$ cat config.mk
export PLATFORM = sky130hd
export DESIGN_NAME = ones7_counter
export DESIGN_NICKNAME = d
export VERILOG_FILES = /design/src/rtl/ones_fa_cell.sv /design/src/rtl/ones7_counter.sv
export SDC_FILE = /design/constraint.sdc
export NUM_CORES = 1
export LEC_CHECK = 0
export CELL_PAD_IN_SITES_DETAIL_PLACEMENT = 2
export CELL_PAD_IN_SITES_GLOBAL_PLACEMENT = 2
export CORE_AREA = 8 8 45 47
export DETAILED_ROUTE_END_ITERATION = 10
export DIE_AREA = 0 0 53 55
export DONT_BUFFER_PORTS = 1
export PLACE_DENSITY_LB_ADDON = 0.1
export SYNTH_ARGS = -nofsm -noshare
export SYNTH_HDL_FRONTEND = slang
export SYNTH_SLANG_ARGS = --single-unit
$ cat constraint.sdc
create_clock -name clk -period 2.5 [get_ports clk]
set_clock_uncertainty 0.1 [all_clocks]
set_input_delay 0.5 -clock clk [delete_from_list [all_inputs] [get_ports clk]]
set_output_delay 0.5 -clock clk [all_outputs]
set_load 0.02 [all_outputs]
$ cat src/rtl/ones_fa_cell.sv
module ones_fa_cell (
  input  logic x,
  input  logic y,
  input  logic z,
  output logic s,
  output logic co
);
  assign s  = x ^ y ^ z;
  assign co = (x & y) | (x & z) | (y & z);
endmodule

$ cat src/rtl/ones7_counter.sv
module ones7_counter #(
  parameter bit REG_OUT = 1'b1
) (
  input  logic       clk,
  input  logic       rst,
  input  logic [6:0] din,
  output logic [2:0] cnt
);
  localparam int N_IN   = 7;
  localparam int CNT_W  = $clog2(N_IN + 1);
  localparam int GROUPS = 2;

  logic [GROUPS-1:0] grp_s;
  logic [GROUPS-1:0] grp_c;
  logic              mid_c;
  logic [CNT_W-1:0]  tree_cnt;

  for (genvar g = 0; g < GROUPS; g++) begin : g_lvl1
    ones_fa_cell u_fa (
      .x (din[3*g]),
      .y (din[3*g+1]),
      .z (din[3*g+2]),
      .s (grp_s[g]),
      .co(grp_c[g])
    );
  end

  ones_fa_cell u_fa_mid (
    .x (grp_s[0]),
    .y (grp_s[1]),
    .z (din[N_IN-1]),
    .s (tree_cnt[0]),
    .co(mid_c)
  );

  ones_fa_cell u_fa_top (
    .x (grp_c[0]),
    .y (grp_c[1]),
    .z (mid_c),
    .s (tree_cnt[1]),
    .co(tree_cnt[2])
  );

  if (REG_OUT) begin : g_reg
    logic [CNT_W-1:0] cnt_q;
    always_ff @(posedge clk) begin
      if (rst) cnt_q <= '0;
      else     cnt_q <= tree_cnt;
    end
    assign cnt = cnt_q;
  end else begin : g_comb
    assign cnt = tree_cnt;
  end
endmodule

-- Word-level counts from Yosys, hierarchy flattened
Index checks and enable logic that the tools add are counted.
- bits in registers: 3
- input bits: 9
- logic and storage cells: 29
- output and inout bits: 3
- bitwise gates (word level): 28
- operator list (cell ; count):
    $and A1 B1 Y1 ; 12
    $or A1 B1 Y1 ; 8
    $xor A1 B1 Y1 ; 8

-- Logic depth before layout (Yosys ltp)
Gate-level depths: netlist of run 1.
- depth after elaboration: 8
- gate-level depth with buffers: 6
- depth with buffers taken out: 6

-- Cells and area by module
A second synthesis of run 1 with hierarchy kept.
- cell total of the unflattened synthesis: 10
- area, all modules: 158.9 µm²
- modules (own cells, without submodules) (module ; seq. area each (µm²) ; cells an instance ; instances ; area each (µm²)):
    ones_fa_cell ; 0.0 ; 1 ; 4 ; 20.0
    ones7_counter ; 60.1 ; 6 ; 1 ; 78.8

-- Worst setup path before layout of run 1
Ideal clock, no wire load.
- path type: input -> register
- start: input port din[0]
- end: register g_reg.cnt_q[1], in the netlist cnt[1]
- data required time: 2286 ps
- library setup time: 114 ps
- cell stages on the path: 6
- arrival: 1989 ps
- buffers on the path: 0
- setup slack: 298 ps
- cells stage by stage: inv_1 -> fa_1 -> fa_1 -> inv_1 -> fa_1 -> nor2b_1
- cells in the longest elaborated chain, start to end: 6
- elaborated cells on any way between the ends: 12
- classes of those cells: 12 x bitwise
- RTL lines (what ; RTL line ; RTL):
    from (decl) ; ones7_counter.sv:6 ; input logic [6:0] din,
    $xor A1 B1 Y1 (2 in series) ; ones_fa_cell.sv:8 ; assign s = x ^ y ^ z;
    $and A1 B1 Y1 ; ones_fa_cell.sv:9 ; assign co = (x & y) | (x & z) | (y & z);
    $or A1 B1 Y1 (2 in series) ; ones_fa_cell.sv:9 ;
    $xor A1 B1 Y1 (*) ; ones_fa_cell.sv:8 ;
    net u_fa_top.s ; ones_fa_cell.sv:5 ; output logic s,
    to (signal assigned) ; ones7_counter.sv:48 ; else cnt_q <= tree_cnt;
    to (decl) ; ones7_counter.sv:45 ; logic [CNT_W-1:0] cnt_q;
The timed path passes the listed nets; every way through them passes the cells marked *.
A chain may end at the register's enable or synchronous reset.

-- Final worst setup path of run 1
Ends and elaborated chain as after synthesis.

==> results of run 1 <==
cells in the final DEF (no fill, tap or decap):
master    count
inv_1         7
fa_1          4
clkbuf_4      3
dfxtp_1       3
nor2b_1       2
nor2_1        1
clkbuf_1      1
routing by layer:
metal / wire (µm) / up-vias / track usage
li1: - / 51 / -
met1: 120 / 54 / 0.0261
met2: 200 / 12 / 0.0449
met3: 81 / 2 / 0.0241
met4: 23 / 0 / 0.0776
met5: 0 / - / 0
power groups by stage:
stage                     Combinational, mW  Clock, mW  Sequential, mW
after floorplan                      0.0219          0          0.0705
after global placement               0.0282          0          0.0718
after detailed placement             0.0289          0          0.0721
after CTS                            0.0294     0.0940          0.0713
after global routing                 0.0344     0.0991          0.0711
final                                0.0272     0.0905          0.0706
metrics by stage:
stage / cells / util / hold WS, ns / setup slack [ns]
6_report: 37 / 0.165 / 0.222 / 0.492
5_1_grt: 37 / 0.165 / 0.213 / 0.430
4_1_cts: 37 / 0.165 / 0.217 / 0.471
3_5_place_dp: 33 / 0.146 / 0.476 / 0.213
3_3_place_gp: 33 / 0.146 / 0.474 / 0.221
2_1_floorplan: 17 / - / 0.472 / 0.298
cell type report:
class | instances | area share
flip-flops and latches | 3 | 0.262
inverters | 7 | 0.115
clock buffers | 4 | 0.115
well taps | 16 | 0.0874
multi-input cells | 7 | 0.421
worst max-delay path: stages:
cell and delay, ns:
inv_1 0.03, fa_1 0.51, fa_1 0.39, inv_1 0.08, fa_1 0.40, nor2b_1 0.13
worst min-delay path by stage:
stage / from / to / slack, ns
detailed placement: rst / cnt[2] / 0.48
finish: rst / cnt[2] / 0.22
global route: rst / cnt[1] / 0.21
global placement: rst / cnt[0] / 0.47
CTS: rst / cnt[2] / 0.22
floorplan: rst / cnt[1] / 0.47
cell families (layout without fill, tap and decap cells):
group	Yosys count	after routing	synth area share
buffers and inverters	7	11	0.144
adders and majority gates	4	4	0.438
DFF	3	3	0.329
and+or+nand+nor	3	3	0.0890
==> results.cfg, run 1 <==
[die]
coreArea_um2 = 1380
die_w_um = 53
dieArea_um2 = 2920
rows = 14
pin_count = 12
die_h_um = 55
start_util = 0.132

[pwr]
p_int_mw = 0.130
p_sw_mw = 0.0578
cellPowerDensity_nw_per_um2 = 822
p_total_mw = 0.188
seqPwrFrac = 0.375
p_comb_frac = 0.144
leakagePower_nw = 0.113
clockPowerShare = 0.480
ir_worst_vdd_mv = 0.0912
switching_share = 0.307

[synth]
ys_top_cells_by_area = fa_1 44%, dfxtp_1 33%, inv_1 14%, nor2b_1 6.8%, nor2_1 2.1%
ys_top_cells_by_count = 7 x inv_1, 4 x fa_1, 3 x dfxtp_1
syn_inst = 17
postSynth.asyncResetShare = 0
synth.most_common_cell = inv_1
ys_seq_elements = 3
yosysUniqueCellTypes = 5
ys_warn_count = 0
yosys.area.top_type = fa_1
syn_avg_cell_area_um2 = 10.7
yosysSeqAreaShare = 0.329
netlist_area_um2 = 183
synth-edff-count = 0
synth_ff_type = dfxtp_1
synth_fp_nets = 30
synth_top_area_frac = 0.438

[layout]
multi_input_area_um2 = 96.3
nets = 35
nFillCells = 163
antenna_cells = 0
largest_register_ffs = 3
areaGrowthSynthToFinish_pct = 25.3
finalInstanceArea_um2 = 229
final-seq-area_um2 = 60.1
drive_gt1_frac = 0.143

[timing]
tightest_slew_ns = 0.211
fmax_mhz = 498
rsz0062_at_grt = no
tns_ns = 0
slew_headroom = 0.859
hold_viol = 0
timing.final.crit_share = 0.803
min_period_ns = 2.01
drv_slew = 0
setup_violations = 0

[clocking]
holdBufCountCts = 0
cts_tree = yes
ctsResizeCount = 0
h-tree-depth = 1
numCtsBuffers = 3
clkTransAtPathRegs_ns = 0.04
cts_setup_buffers = 0
clock-root-buffer = clkbuf_4
cts_buffer_depth = 2
cts.sinks = 3

[global_routing]
grt-ovfl-total = 0
grt.total_usage = 0.0367
grt_pass1_wl_um = 641
grt_max_degree = 4
grt_pass1_vias = 165
antenna_found_initial = 0

[routing]
firstDrtPassIters = 1
wire_per_inst_um = 11.5
drt_iter0_drc = 0
drc_errors = 0
vias = 119
wirelength_um = 425
ant_nets = 0
via_per_inst = 3.22

[setup_path]
critPathLaunch = din[0]
path_max_fanout = 1
worstPathArrival_ns = 2.05
crit_type = in2reg
endpoint = cnt[1]
cp-end-kind = register
critical_path_required_ns = 2.54
start_kind = primary input

[job]
drv_cap = 0

[run_status]
outcome = finished, final reports clean

[place]
portBuffers = 0
placed_area_um2 = 203
hpwl_um = 360
gp_congestion = 0.632

[hold_path]
holdCritPathClass = in2reg
holdPathStages = 1
No activity file was read; power rests on OpenSTA's default activity.
==> inputs of run 2 (changes only) <==
- ABC_AREA: not set -> 1
- clock period: 2.5 -> 1.9 ns (I/O delays scaled with it)
==> run 2 against run 1 <==
  * Cell area increased by 2.2%
  * Sequential share of layout area decreased by 0.56 points
  * Die area unchanged
  * First-iteration DRC count increased by 2
  * Critical path type unchanged
  * Critical endpoint unchanged
==> results.cfg, run 2 <==
[timing]
drv_slew = 0
rsz0062_at_grt = no
setup_violations = 0
fin_ws_ns = 0.0659
whs_ns = 0.113
slew_headroom = 0.855
fmax_mhz = 545
hold_viol = 0
tightest_slew_ns = 0.217
min_period_ns = 1.83
timing.final.crit_share = 0.965

[setup_path]
crit_type = in2reg
start_kind = primary input
crit_top_cell = inv_1
critPathMaxStageDelay_ns = 0.50
crit_slowest_cell = fa_1
cp-end-kind = register
critical_path_required_ns = 1.93
path_max_fanout = 1
worstPathArrival_ns = 1.86
crit_family = adder cells
cp_num_buf_inv = 3
path_cells = inv_1 -> fa_1 -> fa_2 -> inv_1 -> fa_1 -> inv_1 -> nor2_1

[global_routing]
grt_pass1_wl_um = 683
grt-ovfl-total = 0
antenna_found_initial = 0
grt.total_usage = 0.0412
grt_max_degree = 4
grt_pass1_vias = 170

[die]
die_w_um = 53
dieArea_um2 = 2920
start_util = 0.134
rows = 14
coreArea_um2 = 1380
die_h_um = 55
pin_count = 12

[routing]
wirelength_um = 437
vias = 123
via_per_inst = 3.15
wire_per_inst_um = 11.2
drc_errors = 0
drt_iter0_drc = 2
ant_nets = 0
firstDrtPassIters = 2

[synth]
synth_fp_nets = 32
yosys.area.top_type = fa_1
ys_top_cells_by_area = fa_1 43%, dfxtp_1 32%, inv_1 18%, nor2_1 6.1%
ys_warn_count = 0
yosysSeqAreaShare = 0.324
synth-edff-count = 0
yosysUniqueCellTypes = 4
netlist_area_um2 = 185
syn_inst = 19
syn_avg_cell_area_um2 = 9.75
ys_top_cells_by_count = 9 x inv_1, 4 x fa_1, 3 x dfxtp_1, 3 x nor2_1
postSynth.asyncResetShare = 0
synth_ff_type = dfxtp_1
synth_top_area_frac = 0.432
synth.most_common_cell = inv_1
ys_seq_elements = 3

[run_status]
outcome = finished, final reports clean

[layout]
areaGrowthSynthToFinish_pct = 26.4
final_common_cell = inv_1
drive_gt1_frac = 0.174
nets = 37
layout_common_cells = 9 x inv_1, 3 x nor2_1, 3 x fa_1, 3 x clkbuf_4, 3 x dfxtp_1
largest_register_ffs = 3
nFillCells = 162
postLayoutCoreUtil = 0.169
antenna_cells = 0

[clocking]
h-tree-depth = 1
ctsResizeCount = 0
clkTransAtPathRegs_ns = 0.04
numCtsBuffers = 3
cts_buffer_depth = 2
cts_tree = yes
holdBufCountCts = 0
clock-root-buffer = clkbuf_4
cts.sinks = 3
cts_setup_buffers = 0

[pwr]
ir_worst_vdd_mv = 0.110
switching_share = 0.300
p_comb_frac = 0.164
p_int_mw = 0.172
leakagePower_nw = 0.122
clockPowerShare = 0.457
cellPowerDensity_nw_per_um2 = 1050
p_sw_mw = 0.0736
p_total_mw = 0.245
seqPwrFrac = 0.379

[hold_path]
hold_start = rst
holdPathStages = 1
hold_end = cnt[2]
holdCritPathClass = in2reg

[place]
hpwl_um = 392
gp_congestion = 0.592
dp_worst_setup_slack_ns = -0.194
portBuffers = 0

[job]
drv_cap = 0
[run 2: cell types whose count changed in the layout (fill, tap and decap cells not counted), sizes merged]
cell	change
nor2	+2
inv	+2
nor2b	-2
[run 2: area by class of cell]
| cell class | instances | area (µm²) | share of cell area |
|---|---|---|---|
| multi-input combinational | 7 | 93.8 | 0.401 |
| tap | 16 | 20.0 | 0.0856 |
| inverter | 9 | 33.8 | 0.144 |
| clock buffer | 4 | 26.3 | 0.112 |
| sequential | 3 | 60.1 | 0.257 |
[run 2: how the worst max path moves through the flow]
| stage | from | end | slack (ns) | depth (start not counted) |
|---|---|---|---|---|
| 2_1_floorplan | din[2] | cnt[1] | -0.11 | 7 |
| 3_3_place_gp | din[2] | cnt[1] | -0.16 | 7 |
| 3_5_place_dp | din[2] | cnt[1] | -0.19 | 7 |
| 4_1_cts | din[2] | cnt[1] | 0.06 | 7 |
| 5_1_grt | din[2] | cnt[1] | 0.001 | 7 |
| 6_report | din[2] | cnt[1] | 0.07 | 7 |
[run 2: cell families after synthesis]
| group | count (synthesis) | synth area share |
|---|---|---|
| adders and majority gates | 4 | 0.432 |
| buffers and inverters | 9 | 0.182 |
| DFF | 3 | 0.324 |
| and+or+nand+nor | 3 | 0.0608 |
[run 2: per-stage QoR]
step / instance area (µm²) / setup TNS (ns) / cells
floorplan: 188 / -0.110 / 19
global placement: 208 / -0.164 / 35
detailed placement: 208 / -0.199 / 35
CTS: 234 / 0 / 39
global route: 234 / 0 / 39
finish: 234 / 0 / 39
[run 2: metal layers]
layer  share of wire  up-vias  global-route usage
met5               0        -                   0
met2            0.54        8              0.0566
met1            0.31       58              0.0262
li1                -       55                   -
met3            0.14        2              0.0294
met4           0.018        0              0.0776
[run 2: power groups by stage]
stage / Clock, mW / Sequential [mW] / Combinational, mW
final: 0.112 / 0.0930 / 0.0402
after global routing: 0.129 / 0.0937 / 0.0520
after CTS: 0.121 / 0.0936 / 0.0428
after global placement: 0 / 0.0945 / 0.0415
after detailed placement: 0 / 0.0947 / 0.0428
after floorplan: 0 / 0.0927 / 0.0320
==> inputs of run 3 (changes only) <==
- RECOVER_POWER: not set -> 100
- SYNTH_HIERARCHICAL: not set -> 1
==> run 3 against run 2 <==
  * Sequential cell count did not move
  * Sequential power about the same
  * Cell area decreased by 9.6%
  * Non-clock buffer count unchanged
  * Synthesized cell count fell by 32%
  * Via count down 15%
  * Maximum frequency is 3.7% higher
  * Global-route usage is 0.51 points lower
  * First-iteration DRC count decreased by 100%
  * Largest power group unchanged
==> results.cfg, run 3 <==
[synth]
synth-edff-count = 0
syn_inst = 13
synth.most_common_cell = fa_1
yosys.area.top_type = fa_1
yosysSeqAreaShare = 0.369
ys_top_cells_by_count = 4 x fa_1, 3 x dfxtp_1, 3 x inv_1, 3 x nor2_1
ys_seq_elements = 3
synth_top_area_frac = 0.492
postSynth.asyncResetShare = 0
syn_avg_cell_area_um2 = 12.5
ys_warn_count = 6
ys_top_cells_by_area = fa_1 49%, dfxtp_1 37%, inv_1 6.9%, nor2_1 6.9%
synth_fp_nets = 26
yosysUniqueCellTypes = 4
synth_ff_type = dfxtp_1
netlist_area_um2 = 163

[job]
drv_cap = 0

[setup_path]
critical_path_required_ns = 1.97
path_cells = fa_1 -> fa_2 -> fa_1 -> inv_1 -> nor2_1
crit_top_cell = fa_1
start_kind = primary input
cp-end-kind = register
crit_slowest_cell = fa_1
critPathMaxStageDelay_ns = 0.49
crit_type = in2reg
path_max_fanout = 1
worstPathArrival_ns = 1.84

[timing]
fmax_mhz = 565
min_period_ns = 1.77
hold_viol = 0
rsz0062_at_grt = no
setup_violations = 0
drv_slew = 0
slew_headroom = 0.855
whs_ns = 0.113
timing.final.crit_share = 0.931
tightest_slew_ns = 0.217

[clocking]
cts.sinks = 3
cts_tree = yes
holdBufCountCts = 0
h-tree-depth = 1
ctsResizeCount = 0
numCtsBuffers = 3
clock-root-buffer = clkbuf_4
cts_setup_buffers = 0
clkTransAtPathRegs_ns = 0.04
cts_buffer_depth = 2

[run_status]
outcome = finished, final reports clean

[layout]
nets = 31
nFillCells = 158
areaGrowthSynthToFinish_pct = 30.0
drive_gt1_frac = 0.235
antenna_cells = 0
largest_register_ffs = 3
layout_common_cells = 3 x inv_1, 3 x nor2_1, 3 x clkbuf_4, 3 x dfxtp_1, 3 x fa_1
fin_cells = 33
postLayoutCoreUtil = 0.153

[routing]
via_per_inst = 3.15
vias = 104
drt_iter0_drc = 0
ant_nets = 0
wire_per_inst_um = 13.1
firstDrtPassIters = 1
drc_errors = 0
wirelength_um = 431

[place]
dp_cells = 29
gp_congestion = 0.541
portBuffers = 0

[die]
coreArea_um2 = 1380
die_w_um = 53
pin_count = 12
start_util = 0.118
dieArea_um2 = 2920
rows = 14
die_h_um = 55

[pwr]
ir_worst_vdd_mv = 0.213
leakagePower_nw = 0.0903
cellPowerDensity_nw_per_um2 = 1150

[global_routing]
grt.total_usage = 0.0361
grt_pass1_wl_um = 634
grt_pass1_vias = 147
antenna_found_initial = 0
grt-ovfl-total = 0
grt_max_degree = 4

[hold_path]
holdCritPathClass = in2reg
[run 3: cell count changes in the layout (fill, tap and decap cells not counted)]
cell / before / now
inv_1: 9 / 3
[run 3: cell type report]
type | count | area [µm²] | area share
Sequential cell | 3 | 60.1 | 0.284
Tap cell | 16 | 20.0 | 0.0947
Inverter | 3 | 11.3 | 0.0533
Clock buffer | 4 | 26.3 | 0.124
Multi-Input combinational cell | 7 | 93.8 | 0.444
[run 3: final timing paths]
path / start / slack [ns] / to / cells after the start
max: din[3] / 0.13 / cnt[1] / 5
min: rst / 0.11 / cnt[1] / 1
[run 3: worst max-delay path, delay by kind of cell]
kind,cells,cell delay [ns]
AND/OR/NAND/NOR,1,0.07
adder cells (fa/ha/maj),3,1.35
buffers and inverters,1,0.04
[run 3: through the flow]
stage,cell area [µm²],total power [mW],worst slack (ns),setup TNS (ns)
floorplan,165,0.123,-0.0697,-0.0697
global placement,185,0.135,-0.129,-0.164
detailed placement,185,0.135,-0.134,-0.184
CTS,211,0.255,0.117,0
global route,211,0.268,0.0589,0
finish,211,0.244,0.131,0
[run 3: where the power goes]
group	switching [mW]	internal, mW	leakage, nW
logic	0.0186	0.0178	0.0503
registers	0.0183	0.0748	0.0250
clock network	0.0353	0.0788	0.0150
total	0.0722	0.171	0.0903
[run 3: per-layer routing]
metal,track usage,wire length (µm),vias to the layer above
met3,0.0321,31,2
met4,0.0517,12,0
met1,0.0214,96,53
met2,0.0547,290,6
li1,-,-,43
met5,0,0,-
[run 3: kinds of logic (layout without fill, tap and decap cells)]
logic type / Yosys count / after routing / share of synthesized area
flops: 3 / 3 / 0.369
fa+ha+maj: 4 / 4 / 0.492
simple gates: 3 / 3 / 0.0692
buf+inv: 3 / 7 / 0.0692
